$ cat src/rtl/booth_pkg.sv
package booth_pkg;

  // Recoded weight of one adjacent bit pair: 00/11 -> 0, 01 -> +1, 10 -> -1
  function automatic int pair_weight(logic cur, logic prv);
    return int'(prv) - int'(cur);
  endfunction

  // Number of clock steps for an operand width and group size
  function automatic int step_count(int width, int grp);
    return width / grp;
  endfunction

endpackage

$ cat src/rtl/booth_digit_enc.sv
module booth_digit_enc #(
  parameter int B = 2
) (
  input  logic [B-1:0]       grp_bits,
  input  logic               prev_bit,
  output logic signed [B:0]  digit
);
  import booth_pkg::*;

  always_comb begin
    int sum;
    sum = pair_weight(grp_bits[0], prev_bit);
    for (int i = 1; i < B; i++) begin
      sum = sum + (pair_weight(grp_bits[i], grp_bits[i-1]) << i);
    end
    digit = (B+1)'(sum);
  end

endmodule

$ cat src/rtl/booth_cand_sel.sv
module booth_cand_sel #(
  parameter int W = 16,
  parameter int B = 2
) (
  input  logic signed [W+B-1:0] acc,
  input  logic [W-1:0]          mcand,
  input  logic signed [B:0]     digit,
  output logic signed [W+B-1:0] acc_nxt
);
  localparam int AW   = W + B;
  localparam int HALF = 1 << (B - 1);
  localparam int NC   = 2 * HALF + 1;

  logic signed [AW-1:0] mext;
  logic [AW-1:0]        cand [NC];
  logic [B:0]           idx;

  assign mext = {{B{mcand[W-1]}}, mcand};
  assign idx  = $unsigned(digit) + (B+1)'(HALF);

  // One candidate per digit value, digit -HALF .. +HALF
  for (genvar k = 0; k < NC; k++) begin : g_cand
    localparam int K = k - HALF;
    assign cand[k] = acc + $signed(AW'(K)) * mext;
  end

  assign acc_nxt = cand[idx];

endmodule

$ cat src/rtl/booth_ctrl.sv
module booth_ctrl #(
  parameter int STEPS = 8
) (
  input  logic clk,
  input  logic rst_n,
  input  logic start,
  output logic load,
  output logic busy,
  output logic finish
);
  localparam int CW = $clog2(STEPS + 1);

  logic [CW-1:0] cnt_q;

  assign busy   = (cnt_q != '0);
  assign load   = start && !busy;
  assign finish = (cnt_q == CW'(1));

  always_ff @(posedge clk or negedge rst_n) begin
    if (!rst_n)    cnt_q <= '0;
    else if (load) cnt_q <= CW'(STEPS);
    else if (busy) cnt_q <= cnt_q - CW'(1);
  end

endmodule

$ cat src/rtl/booth_mul.sv
module booth_mul #(
  parameter int W = 16,
  parameter int B = 2
) (
  input  logic           clk,
  input  logic           rst_n,
  input  logic           start,
  input  logic [W-1:0]   mcand,
  input  logic [W-1:0]   mplier,
  output logic           ready,
  output logic [2*W-1:0] product
);
  localparam int AW    = W + B;
  localparam int STEPS = booth_pkg::step_count(W, B);
  localparam int RW    = AW + W + 1;

  logic signed [AW-1:0] acc_q, acc_nxt;
  logic [W-1:0]         mul_q, mcand_q;
  logic                 prev_q;
  logic                 ready_q;
  logic [2*W-1:0]       product_q;
  logic signed [B:0]    digit;

  // Named events for the checker
  logic load_evt, busy, finish_evt;

  logic signed [RW-1:0] work_raw, work_sh;
  logic [AW-1:0]        acc_sh;
  logic [W-1:0]         mul_sh;
  logic                 prev_sh;

  booth_ctrl #(.STEPS(STEPS)) u_ctrl (
    .clk(clk), .rst_n(rst_n), .start(start),
    .load(load_evt), .busy(busy), .finish(finish_evt)
  );

  booth_digit_enc #(.B(B)) u_enc (
    .grp_bits(mul_q[B-1:0]), .prev_bit(prev_q), .digit(digit)
  );

  booth_cand_sel #(.W(W), .B(B)) u_sel (
    .acc(acc_q), .mcand(mcand_q), .digit(digit), .acc_nxt(acc_nxt)
  );

  assign work_raw = {acc_nxt, mul_q, prev_q};
  assign work_sh  = work_raw >>> B;
  assign acc_sh   = work_sh[RW-1 -: AW];
  assign mul_sh   = work_sh[W:1];
  assign prev_sh  = work_sh[0];

  always_ff @(posedge clk or negedge rst_n) begin
    if (!rst_n) begin
      acc_q     <= '0;
      mul_q     <= '0;
      prev_q    <= 1'b0;
      mcand_q   <= '0;
      ready_q   <= 1'b0;
      product_q <= '0;
    end else if (load_evt) begin
      acc_q   <= '0;
      mul_q   <= mplier;
      prev_q  <= 1'b0;
      mcand_q <= mcand;
      ready_q <= 1'b0;
    end else if (busy) begin
      acc_q  <= acc_sh;
      mul_q  <= mul_sh;
      prev_q <= prev_sh;
      if (finish_evt) begin
        ready_q   <= 1'b1;
        product_q <= {acc_sh[W-1:0], mul_sh};
      end
    end
  end

  assign ready   = ready_q;
  assign product = product_q;

endmodule

$ cat config.mk
export PLATFORM = sky130hd
export DESIGN_NAME = booth_mul
export DESIGN_NICKNAME = d
export VERILOG_FILES = /design/src/rtl/booth_pkg.sv /design/src/rtl/booth_digit_enc.sv /design/src/rtl/booth_cand_sel.sv /design/src/rtl/booth_ctrl.sv /design/src/rtl/booth_mul.sv
export SDC_FILE = /design/constraint.sdc
export NUM_CORES = 1
export LEC_CHECK = 0
export BUFFER_PORTS_ARGS = -buffer_cell sky130_fd_sc_hd__buf_2
export CAP_MARGIN = 40
export CORE_ASPECT_RATIO = 1.25
export CORE_MARGIN = 10
export CORE_UTILIZATION = 48
export CTS_CLUSTER_DIAMETER = 30
export DETAILED_ROUTE_END_ITERATION = 10
export GPL_ROUTABILITY_DRIVEN = 0
export PLACE_DENSITY = 0.79
export SYNTH_ARGS = -nofsm -noshare
export SYNTH_HDL_FRONTEND = slang
export SYNTH_SLANG_ARGS = --single-unit
$ cat constraint.sdc
create_clock -name clk -period 3.1 [get_ports clk]
set_input_delay 0.62 -clock clk [delete_from_list [all_inputs] [get_ports clk]]
set_output_delay 0.62 -clock clk [all_outputs]
set_load 0.1 [all_outputs]
==> out/summary.md <==
## Cells and area
• **most frequent standard cell in the layout excluding fill and tap cells** sky130_fd_sc_hd__nand2_1
• **FILL cells** 1,333
• **area used by multi-input combinational logic** 5220 sq um
• **utilization after layout** 58.7%
• **fin nets** 1,118
• **register area** 2160 sq um
• **final instance count without filler cells** 1,228
• **leading cell types in the layout, fill and taps excluded** sky130_fd_sc_hd__nand2_1 (116), sky130_fd_sc_hd__a21oi_1 (87), sky130_fd_sc_hd__dfrtp_1 (83), sky130_fd_sc_hd__buf_2 (66)
• **share of final-layout standard cells stronger than drive strength 1** 22.9%
• **number of antenna repair diodes** 0
• **post-synthesis to final-layout area growth** 21.0%

## Timing
• **setup clock skew after layout** 13.2 ps
• **final worst setup slack** -106 ps
• **Final setup violation count** 6
• **min Tclk post-route** 3210 ps
• **final sum of negative setup slack** -336 ps
• **final-report hold violation count** 0
• **transition time of the tightest slew-check pin** 719 ps
• **setup repair after global routing missed its margin** true
• **fin. max-slew vios** 0
• **maximum clock frequency** 312 MHz
• **tightest slew margin relative to the limit** 52.1%
• **final worst-path cycle share** 103%

## Status
• **failing checks** negative setup slack
• **result of the run** finished with violations

## Synth
• **number of standard cells after synthesis** 906
• **most used flip-flop cell after synthesis** sky130_fd_sc_hd__dfrtp_1
• **post-synthesis async set-or-reset flop share** 100%
• **average instance area after synthesis** 8.26 sq um
• **Post-synth EDFFs** 0
• **area of the mapped netlist** 7490 sq um
• **number of synthesized register bits** 86
• **proportion of synthesized chip area in sequential cells** 28.7%
• **top cell type's share of synthesized area** 28.7%
• **number of warnings reported in the yosys synthesis log** 0
• **Yosys top cell by area** sky130_fd_sc_hd__dfrtp_1
• **number of different library cells in the post-synthesis netlist** 85
• **net count after synthesis** 1,013
• **largest cells by area after synthesis** sky130_fd_sc_hd__dfrtp_1 (29%), sky130_fd_sc_hd__ha_1 (11%), sky130_fd_sc_hd__a21oi_1 (6.0%), sky130_fd_sc_hd__nand2_1 (5.9%), sky130_fd_sc_hd__xnor2_1 (5.3%)

## Clock network
• **deepest clock path buffer count** 2
• **CTS H-Tree Depth** 3
• **Reg clk slew, reported paths** 80 ps
• **cell at the root of the clock tree** sky130_fd_sc_hd__clkbuf_16
• **CTS tree** done
• **clk_lat worst skew** 350 ps
• **clock sinks** 86
• **Inserted Clock Buffers** 9

## GRT
• **All-Layer GR Usage** 20.8%
• **gr ovfl total** 0
• **via count of the first global-routing pass** 7,265
• **maximum number of pins on one net before global-route repair** 53
• **initial antenna violation count** 0
• **wire length of the first global-routing pass** 36,300 um

## Placed design
• **number of instances in the placed design** 1,203
• **number of port buffers** 67
• **DPL Wire Length** 17,300 um

## Detailed routing
• **DR vias** 7,516
• **first-pass detailed-route iteration total** 6
• **final routed wirelength across all metal layers** 23,400 um
• **Post-route DRC** 0
• **DRC marker count from the first detailed-route iteration** 600
• **drt wl/cell** 19.1 um
• **vias per inst** 6.12
• **Antenna Nets Post-Route** 0

## Setup path
• **worst reg2reg path depth** 13
• **worst setup path category** reg2reg
• **Slowest cell on crit path** sky130_fd_sc_hd__dfrtp_1
• **cell occurring most often along the worst timing path** sky130_fd_sc_hd__a211oi_1
• **type of destination of the critical path** flip-flop
• **startpoint of the most critical register-to-register path** mcand_q[5]$_DFFE_PN0P_
• **stage delay of the slowest cell on the critical path** 410 ps
• **end of the worst register-to-register path** acc_q[11]$_DFFE_PN0P_
• **register-to-register setup slack** -110 ps
• **CP Max Fanout** 4
• **worst endpoint required time** 3320 ps
• **list of cells traversed by the critical path** nor3_4 -> nand3_2 -> buf_6 -> xnor2_2 -> ha_1 -> o21a_1 -> o211ai_1 -> a211oi_1 -> a211oi_1 -> xor2_1 -> o22ai_1 -> a221oi_2 -> a21oi_1
• **element type at the critical path start** flip-flop
• **Arrival @ worst endpoint** 3420 ps

## Floorplanning
• **Starting Density** 48.5%
• **die width** 132 um
• **number of placed I/O pins** 68
• **height of the die** 160 um
• **std cell rows** 51
• **area of the core** 15,400 sq um
• **area enclosed by the die boundary** 21,000 sq um

## Run
• **max-cap viol count** 0

## Hold path
• **worst min-delay path category** in2async

-- state kept, by name, indices dropped and copies added (netlist names) --
signal	count
mcand_q	16
u_ctrl.cnt_q	4
acc_q	16
prev_q	1
product	32
mul_q	16
ready	1
-- cells by family (layout without fill, tap and decap cells) --
kind of cell / count (synthesis) / in the layout / synth area share [%]
XOR/XNOR: 54 / 54 / 6.67
adder cells (fa/ha/maj): 72 / 72 / 12.4
AO/OA/AOI/OAI: 294 / 294 / 26.0
buffers and inverters: 93 / 203 / 5.45
AND/OR/NAND/NOR: 283 / 283 / 17.2
multiplexers: 24 / 24 / 3.49
flip-flops: 86 / 86 / 28.7
-- layer usage --
layer,vias up,global-route usage [%],routed length [um]
met5,-,0,0
met4,0,9.93,1040
met3,87,3.89,1860
met2,363,34.8,11100
met1,3581,25.1,9430
li1,3485,-,-
-- area by class of cell --
cell class	instances	share of cell area, %
clock buffers	9	2.49
multi-input cells	727	57.6
clock inverters	7	1.10
repair buffers	137	9.97
inverters	50	2.07
flip-flops and latches	86	23.8
well taps	212	2.93
-- worst max-delay path, delay by kind of cell (launching register included) --
kind            cells  cell delay [ps]
compound gates      7             1460
buf+inv             1              160
fa+ha+maj           1              320
simple gates        2              430
flops               1              410
xor+xnor            2              310
-- stage by stage --
stage               hold WS [ps]  cell area [sq um]  setup WS [ps]
finish                       223               9060           -106
global route                 258               9060           -228
CTS                          244               8770          -28.9
detailed placement           457               8380           -127
global placement             454               8380          -14.7
floorplan                    324               7510           9.44
-- how the worst max path moves through the flow --
stage	start	endpoint	slack [ps]	cells past startpoint
finish	mcand_q[5]$_DFFE_PN0P_	acc_q[11]$_DFFE_PN0P_	-110	13
global placement	mcand_q[0]$_DFFE_PN0P_	product[31]$_DFFE_PN0P_	-10	14
detailed placement	mcand_q[0]$_DFFE_PN0P_	product[31]$_DFFE_PN0P_	-130	14
floorplan	mcand_q[1]$_DFFE_PN0P_	product[31]$_DFFE_PN0P_	9	14
global route	mcand_q[5]$_DFFE_PN0P_	acc_q[13]$_DFFE_PN0P_	-230	13
CTS	mcand_q[0]$_DFFE_PN0P_	product[31]$_DFFE_PN0P_	-30	11
-- what timing repair did --
item,in CTS,in global routing
setup buffers,0,9
hold buffers,0,0
gates resized for setup,13,46
hold endpoints to repair,0,0
pin swaps,7,41
endpoints found under the setup margin,9,19
-- synth_stat cells, types with 13 or more instances --
cell type,instances
sky130_fd_sc_hd__nand2_1,118
sky130_fd_sc_hd__a21oi_1,90
sky130_fd_sc_hd__dfrtp_1,86
sky130_fd_sc_hd__ha_1,68
sky130_fd_sc_hd__nor2_1,68
sky130_fd_sc_hd__o21ai_0,49
sky130_fd_sc_hd__inv_1,48
sky130_fd_sc_hd__xnor2_1,45
sky130_fd_sc_hd__clkbuf_1,26
sky130_fd_sc_hd__o21ai_1,22
sky130_fd_sc_hd__nand3_1,20
sky130_fd_sc_hd__mux2i_1,18
sky130_fd_sc_hd__nor3_1,18
sky130_fd_sc_hd__a211oi_1,16
sky130_fd_sc_hd__a31oi_1,15
sky130_fd_sc_hd__a21o_1,13
sky130_fd_sc_hd__nor2b_1,13
Power is left out: the tool's default activity adds up to more than one toggle a clock period on the data nets, which glitch-free logic cannot reach.
